`config.mk`:
```
export PLATFORM = sky130hd
export DESIGN_NAME = strap_testmode_ctrl
export DESIGN_NICKNAME = d
export VERILOG_FILES = /design/src/rtl/strap_pkg.sv /design/src/rtl/strap_capture.sv /design/src/rtl/freq_decode.sv /design/src/rtl/test_mode_ctrl.sv /design/src/rtl/refn_divider.sv /design/src/rtl/strap_testmode_ctrl.sv
export SDC_FILE = /design/constraint.sdc
export NUM_CORES = 1
export LEC_CHECK = 0
export BUFFER_PORTS_ARGS = -buffer_cell sky130_fd_sc_hd__buf_4
export CAP_MARGIN = 25
export CORE_MARGIN = 5
export CORE_UTILIZATION = 42
export CTS_BUF_LIST = sky130_fd_sc_hd__clkbuf_4 sky130_fd_sc_hd__clkbuf_8
export DETAILED_ROUTE_END_ITERATION = 8
export PLACE_DENSITY = 0.82
export SYNTH_ARGS = -nofsm -noshare
export SYNTH_HDL_FRONTEND = slang
export SYNTH_SLANG_ARGS = --single-unit
```
`constraint.sdc`:
```
create_clock -name clk -period 1.4 [get_ports clk]
set_clock_uncertainty 0.15 [all_clocks]
set_input_delay 0.14 -clock clk [delete_from_list [all_inputs] [get_ports clk]]
set_output_delay 0.14 -clock clk [all_outputs]
set_load 0.005 [all_outputs]
```
`src/rtl/strap_pkg.sv`:
```
// Shared types and the frequency decode for the strap controller.
// Assumes a 3-bit frequency-select code and frequencies in 10 kHz units.
package strap_pkg;
    localparam int FS_W   = 3;
    localparam int FREQ_W = 16;

    localparam logic [FREQ_W-1:0] SRC_SETTING = 16'd10000;
    localparam logic [FREQ_W-1:0] PCI_SETTING = 16'd3333;
    localparam logic [FREQ_W-1:0] CPU_DEFAULT = 16'd10000;

    typedef enum logic [1:0] {
        MODE_NORMAL = 2'd0,
        MODE_HIZ    = 2'd1,
        MODE_REFN   = 2'd2
    } out_mode_e;

    // Maps a select code to the processor clock setting; 111 is reserved.
    function automatic logic [FREQ_W-1:0] cpu_setting(input logic [FS_W-1:0] code);
        logic [FREQ_W-1:0] f;
        case (code)
            3'b000:  f = 16'd26666;
            3'b001:  f = 16'd13333;
            3'b010:  f = 16'd20000;
            3'b011:  f = 16'd16666;
            3'b100:  f = 16'd33333;
            3'b101:  f = 16'd10000;
            3'b110:  f = 16'd40000;
            default: f = CPU_DEFAULT;
        endcase
        return f;
    endfunction
endpackage

```
`src/rtl/strap_capture.sv`:
```
// Captures the straps once, at the first clock with power-good asserted.
// Assumes pins are already synchronous to clk; values hold until reset.
module strap_capture
    import strap_pkg::*;
(
    input  logic            clk,
    input  logic            rst_n,
    input  logic            pwrgd_n,
    input  logic [FS_W-1:0] fs_pins,
    input  logic            fs_top_hi,
    input  logic            role_pin,
    output logic            captured,
    output logic [FS_W-1:0] code_q,
    output logic            role_q,
    output logic            hw_test_q
);
    logic take;
    logic [FS_W-1:0] code_in;

    // Capture fires only once per reset.
    assign take = !captured && !pwrgd_n;

    // An extended-level top pin is a test request, not a select bit.
    always_comb begin
        code_in = fs_pins;
        code_in[FS_W-1] = fs_pins[FS_W-1] & ~fs_top_hi;
    end

    // Holds the captured strap values.
    always_ff @(posedge clk) begin
        if (!rst_n) begin
            captured  <= 1'b0;
            code_q    <= '0;
            role_q    <= 1'b0;
            hw_test_q <= 1'b0;
        end else if (take) begin
            captured  <= 1'b1;
            code_q    <= code_in;
            role_q    <= role_pin;
            hw_test_q <= fs_top_hi;
        end
    end
endmodule

```
`src/rtl/freq_decode.sv`:
```
// Decodes the captured select code into clock settings.
// Assumes outputs are meaningful only after capture; zero before it.
module freq_decode
    import strap_pkg::*;
(
    input  logic              valid,
    input  logic [FS_W-1:0]   code,
    output logic [FREQ_W-1:0] cpu_f,
    output logic [FREQ_W-1:0] src_f,
    output logic [FREQ_W-1:0] pci_f,
    output logic              reserved
);
    localparam logic [FS_W-1:0] RESERVED_CODE = '1;

    // Table lookup gated by capture state.
    always_comb begin
        cpu_f    = valid ? cpu_setting(code) : '0;
        reserved = valid && (code == RESERVED_CODE);
    end

    assign src_f = SRC_SETTING;
    assign pci_f = PCI_SETTING;
endmodule

```
`src/rtl/test_mode_ctrl.sv`:
```
// Holds the software test bits and picks the output style.
// Assumes the strap request is already captured; entry is sticky to reset.
module test_mode_ctrl
    import strap_pkg::*;
(
    input  logic      clk,
    input  logic      rst_n,
    input  logic      hw_test,
    input  logic      style_pin,
    input  logic      wr,
    input  logic      wr_entry,
    input  logic      wr_style,
    output logic      active,
    output out_mode_e mode
);
    logic sw_entry_q;
    logic sw_style_q;

    // Entry bit only ever sets; the style bit follows each write.
    always_ff @(posedge clk) begin
        if (!rst_n) begin
            sw_entry_q <= 1'b0;
            sw_style_q <= 1'b0;
        end else if (wr) begin
            sw_entry_q <= sw_entry_q | wr_entry;
            sw_style_q <= wr_style;
        end
    end

    assign active = sw_entry_q | hw_test;

    // Software entry owns the style; otherwise the live pin does.
    always_comb begin
        if (sw_entry_q)
            mode = sw_style_q ? MODE_REFN : MODE_HIZ;
        else if (hw_test)
            mode = style_pin ? MODE_REFN : MODE_HIZ;
        else
            mode = MODE_NORMAL;
    end
endmodule

```
`src/rtl/refn_divider.sv`:
```
// Divides the reference clock by DIV while enabled.
// Assumes DIV >= 2; the output is high for DIV/2 cycles of each period.
module refn_divider #(
    parameter int DIV = 6
) (
    input  logic clk,
    input  logic rst_n,
    input  logic enable,
    output logic div_out
);
    localparam int CNT_W = (DIV < 2) ? 1 : $clog2(DIV);
    localparam int HIGH  = DIV / 2;
    localparam logic [CNT_W-1:0] LAST = CNT_W'(DIV - 1);

    logic [CNT_W-1:0] cnt;
    logic running;

    // Counter restarts from zero on every entry into the enabled state.
    always_ff @(posedge clk) begin
        if (!rst_n) begin
            running <= 1'b0;
            cnt     <= '0;
        end else begin
            running <= enable;
            if (!running || !enable || cnt == LAST)
                cnt <= '0;
            else
                cnt <= cnt + 1'b1;
        end
    end

    assign div_out = enable && running && (cnt < CNT_W'(HIGH));
endmodule

```
`src/rtl/strap_testmode_ctrl.sv`:
```
// Top: strap capture, frequency decode, sticky test mode and REF/N divider.
// Assumes one reference clock domain and rst_n as the power-cycle event.
module strap_testmode_ctrl
    import strap_pkg::*;
#(
    parameter int REFN_DIV = 6
) (
    input  logic              clk,
    input  logic              rst_n,
    input  logic              pwrgd_n,
    input  logic              fs_a_in,
    input  logic              fs_b_in,
    input  logic              fs_c_in,
    input  logic              fs_c_hi,
    input  logic              role_strap,
    input  logic              test_pin,
    input  logic              sw_wr,
    input  logic              sw_wr_entry,
    input  logic              sw_wr_style,
    output logic              straps_valid,
    output logic [2:0]        fs_code,
    output logic              role_latched,
    output logic [15:0]       cpu_freq,
    output logic [15:0]       src_freq,
    output logic [15:0]       pci_freq,
    output logic              reserved_code,
    output logic              test_active,
    output logic              test_by_hw,
    output logic [1:0]        out_mode,
    output logic              refn_clk
);
    out_mode_e mode;

    strap_capture u_cap (
        .clk       (clk),
        .rst_n     (rst_n),
        .pwrgd_n   (pwrgd_n),
        .fs_pins   ({fs_c_in, fs_b_in, fs_a_in}),
        .fs_top_hi (fs_c_hi),
        .role_pin  (role_strap),
        .captured  (straps_valid),
        .code_q    (fs_code),
        .role_q    (role_latched),
        .hw_test_q (test_by_hw)
    );

    freq_decode u_dec (
        .valid    (straps_valid),
        .code     (fs_code),
        .cpu_f    (cpu_freq),
        .src_f    (src_freq),
        .pci_f    (pci_freq),
        .reserved (reserved_code)
    );

    test_mode_ctrl u_tm (
        .clk       (clk),
        .rst_n     (rst_n),
        .hw_test   (test_by_hw),
        .style_pin (test_pin),
        .wr        (sw_wr),
        .wr_entry  (sw_wr_entry),
        .wr_style  (sw_wr_style),
        .active    (test_active),
        .mode      (mode)
    );

    refn_divider #(.DIV(REFN_DIV)) u_div (
        .clk     (clk),
        .rst_n   (rst_n),
        .enable  (mode == MODE_REFN),
        .div_out (refn_clk)
    );

    assign out_mode = mode;
endmodule

```
==> results.py <==
metrics = {
    "status": {
        "status": "complete, but fails checks",
        "violations": "setup timing",
    },
    "floorplan": {
        "rows": 17,
        "die-area_um2": 3400,
        "die_h_um": 58.3,
        "core_area_um2": 2210,
        "die_width_um": 58.3,
        "num_io_pins": 71,
        "initial_utilization": 0.443,
    },
    "global_routing": {
        "grt_overflow": 0,
        "grt_pass1_vias": 888,
        "grt_max_degree": 11,
        "grtUsageTotal": 0.137,
        "antenna_found_initial": 0,
        "grt_pass1_wl_um": 3770,
    },
    "clocking": {
        "clk_pin_slew_ns": 0.07,
        "cts_tree": "built",
        "numCtsBuffers": 3,
        "cts_max_path_buffers": 2,
        "cts.sinks": 12,
        "clk-insertion-delay-late_ns": 0.27,
        "clockRootBuffer": "clkbuf_4",
        "htree_levels": 1,
    },
    "setup_path": {
        "worstReg2RegStart": "u_div.cnt[0]$_SDFF_PP0_",
        "cp-end-kind": "output pin",
        "worstSetupEndpoint": "cpu_freq[12]",
        "reg2reg_to": "u_div.cnt[2]$_SDFF_PP0_",
        "critPathKind": "reg2out",
        "ff2ff_path_depth": 4,
        "startpoint": "u_cap.code_q[1]$_SDFFE_PN0P_",
        "ff2ff_setup_slack_ns": 0.08,
        "worst-endpoint-required_ns": 1.11,
        "arrival_ns": 1.28,
        "start_kind": "flip-flop",
        "crit_fanout": 5,
    },
    "synthesis": {
        "synthMuxAreaShare": 0.0204,
        "synth.distinct_cells": 33,
        "avgSynthCellArea_um2": 7.96,
        "synth_top_family_by_area": "buffers and inverters",
        "synth.yosys.warnings": 0,
        "synth-seq-cells": 12,
        "synthXorXnorAreaFrac": 0.0179,
        "synth_cells": 123,
        "synth_seq_area_share": 0.245,
        "synth-adder-area-share": 0.0255,
        "synth_compound_area_frac": 0.163,
        "synthSimpleGateAreaFrac": 0.193,
        "synth_area_um2": 980,
    },
    "pwr": {
        "leakage_nw": 0.716,
        "peakVddDrop_mv": 0.586,
        "power_mw": 0.961,
        "cellPowerDensity_nw_per_um2": 613,
    },
    "route": {
        "ant_nets": 0,
        "drt_iter0_drc": 7,
        "routed_wirelength_um": 2640,
        "drc": 0,
        "routed_via_density": 4.46,
        "dr.pass1.iters": 4,
        "vias": 933,
        "avgRoutedWirePerCell_um": 12.6,
    },
    "sta": {
        "rsz0062_at_grt": "yes",
        "clock.fmax_ghz": 0.636,
        "fin_crit_sh": 1.12,
        "setup_slack_ns": -0.172,
        "hold_viol": 0,
        "fin_crit_ns": 1.57,
        "final-max-slew-violation-count": 0,
        "finalSetupViolations": 16,
    },
    "layout": {
        "layout-drive-gt1-share": 0.508,
        "layout.nets": 196,
        "n_fill_cell": 174,
        "area_delta_synth_final_pct": 60.0,
        "n_antenna_cell": 0,
        "finalNonFillerCells": 209,
    },
    "placement": {
        "dpl.cell_count": 188,
        "dp_hpwl_um": 1740,
        "place.port_buffers": 37,
        "gp_congestion": 0.802,
    },
    "hold_path": {
        "hp-class": "in2reg",
    },
    "run": {
        "drv_cap": 0,
    },
}
flip-flops by register name (all words and copies together) (netlist names):
signal / count
u_tm.sw_entry_q: 1
u_cap.role_q: 1
u_cap.captured: 1
u_cap.hw_test_q: 1
u_div.cnt: 3
u_tm.sw_style_q: 1
u_div.running: 1
u_cap.code_q: 3
kinds of logic (layout without fill, tap and decap cells):
| logic type | Yosys count | count (layout) |
|---|---|---|
| adder cells (fa/ha/maj) | 2 | 2 |
| flip-flops | 12 | 12 |
| AND/OR/NAND/NOR | 35 | 35 |
| buffers and inverters | 46 | 73 |
| multiplexers | 2 | 2 |
| other | 2 | 33 |
| AO/OA/AOI/OAI | 22 | 22 |
| XOR/XNOR | 2 | 2 |
cells in the mapped netlist:
library cell,number,share of area
a2111oi_2,2,0.031
a21boi_0,6,0.046
a21oi_1,5,0.026
a21oi_2,1,0.0089
a22o_1,1,0.0089
a22oi_2,1,0.013
and2_1,1,0.0064
and3_1,1,0.0064
and3_2,1,0.0077
buf_2,2,0.010
buf_4,36,0.28
buf_6,1,0.011
conb_1,2,0.0077
dfxtp_1,12,0.25
ha_1,2,0.026
inv_1,4,0.015
inv_2,2,0.0077
inv_4,1,0.0064
mux2i_1,2,0.020
nand2_1,8,0.031
nand2b_1,2,0.013
nand3b_1,1,0.0077
nor2_1,7,0.027
nor2_2,1,0.0064
nor2b_1,3,0.019
nor2b_2,2,0.018
nor3_1,4,0.020
nor4_1,1,0.0064
o21ai_0,6,0.031
or2_1,1,0.0064
or2_2,1,0.0064
or3_4,1,0.011
xnor2_1,2,0.018
critical path: stages (launching register included):
cell	delay, ns
dfxtp_4	0.39
inv_2	0.04
or3_4	0.36
a21oi_2	0.11
buf_4	0.11
where the power goes:
group | switching (mW) | internal (mW) | total [mW] | leakage [nW]
clock | 0.117 | 0.158 | 0.275 | 0.0210
sequential | 0.0200 | 0.353 | 0.373 | 0.102
combinational | 0.138 | 0.175 | 0.313 | 0.593
total | 0.275 | 0.686 | 0.961 | 0.716
per-stage QoR:
stage                     hold WS (ns)  worst slack [ns]  setup TNS, ns  area (um^2)  utilization
after global placement           0.244            0.0649              0         1180        0.535
final                          0.00982            -0.172          -1.92         1570        0.709
after CTS                      0.00933            -0.160          -1.69         1430        0.647
after detailed placement         0.245            0.0159              0         1180        0.535
after global routing            0.0415            -0.232          -3.10         1570        0.709
after floorplan                 0.0987            0.0287              0         1100            -
worst min-delay path by stage:
stage,startpoint,end,slack (ns),cells past startpoint
6_report,fs_c_in,u_cap.code_q[2]$_SDFFE_PN0P_,0.01,3
4_1_cts,fs_c_in,u_cap.code_q[2]$_SDFFE_PN0P_,0.009,3
3_5_place_dp,pwrgd_n,u_cap.captured$_SDFFE_PN0P_,0.24,2
3_3_place_gp,pwrgd_n,u_cap.captured$_SDFFE_PN0P_,0.24,2
2_1_floorplan,pwrgd_n,u_cap.captured$_SDFFE_PN0P_,0.1,1
5_1_grt,fs_c_in,u_cap.code_q[2]$_SDFFE_PN0P_,0.04,3
per-layer routing:
layer / up-vias / part of all wire / track usage / wire length (um)
met2: 56 / 0.54 / 0.262 / 1440
met4: 0 / 0.0038 / 0.0166 / 10
met5: - / 0 / 0 / 0
met3: 2 / 0.11 / 0.0461 / 287
met1: 423 / 0.34 / 0.149 / 907
li1: 452 / - / - / -
placed cells by master, fill, tap and decap left out, types with 2 or more instances in the layout:
cell type | synthesis | routed
xnor2_2 | 0 | 2
buf_6 | 1 | 12
a2111oi_4 | 0 | 2
dlygate4sd3_1 | 0 | 9
conb_1 | 2 | 33
nor2b_4 | 0 | 3
o21ai_0 | 6 | 5
a21oi_2 | 1 | 3
mux2i_1 | 2 | 2
inv_2 | 2 | 3
dfxtp_4 | 0 | 4
and3_4 | 0 | 2
nor2b_1 | 3 | 2
nor2_1 | 7 | 5
inv_1 | 4 | 3
buf_4 | 36 | 40
ha_1 | 2 | 2
clkbuf_4 | 0 | 3
nand2_1 | 8 | 7
a21boi_0 | 6 | 6
dfxtp_2 | 0 | 3
a21oi_1 | 5 | 3
nor2_2 | 1 | 2
nor3_1 | 4 | 3
dfxtp_1 | 12 | 5
nand2b_4 | 0 | 2
final cells by class:
cell class	count	area, um^2	area share
clock buffer	4	36.3	0.0231
sequential	12	259	0.165
timing repair buffer	62	546	0.348
inverter	7	28.8	0.0184
multi-input combinational	96	663	0.423
tap	28	35.0	0.0223
repair_timing:
item                                   4_1_cts  5_1_grt
gates resized for setup                     26       22
setup buffers                                5        3
endpoints found under the hold margin        8        0
setup endpoints to repair                   19       21
hold buffers                                 9        0
pin swaps                                    6        6
No activity file was read; power rests on OpenSTA's default activity.
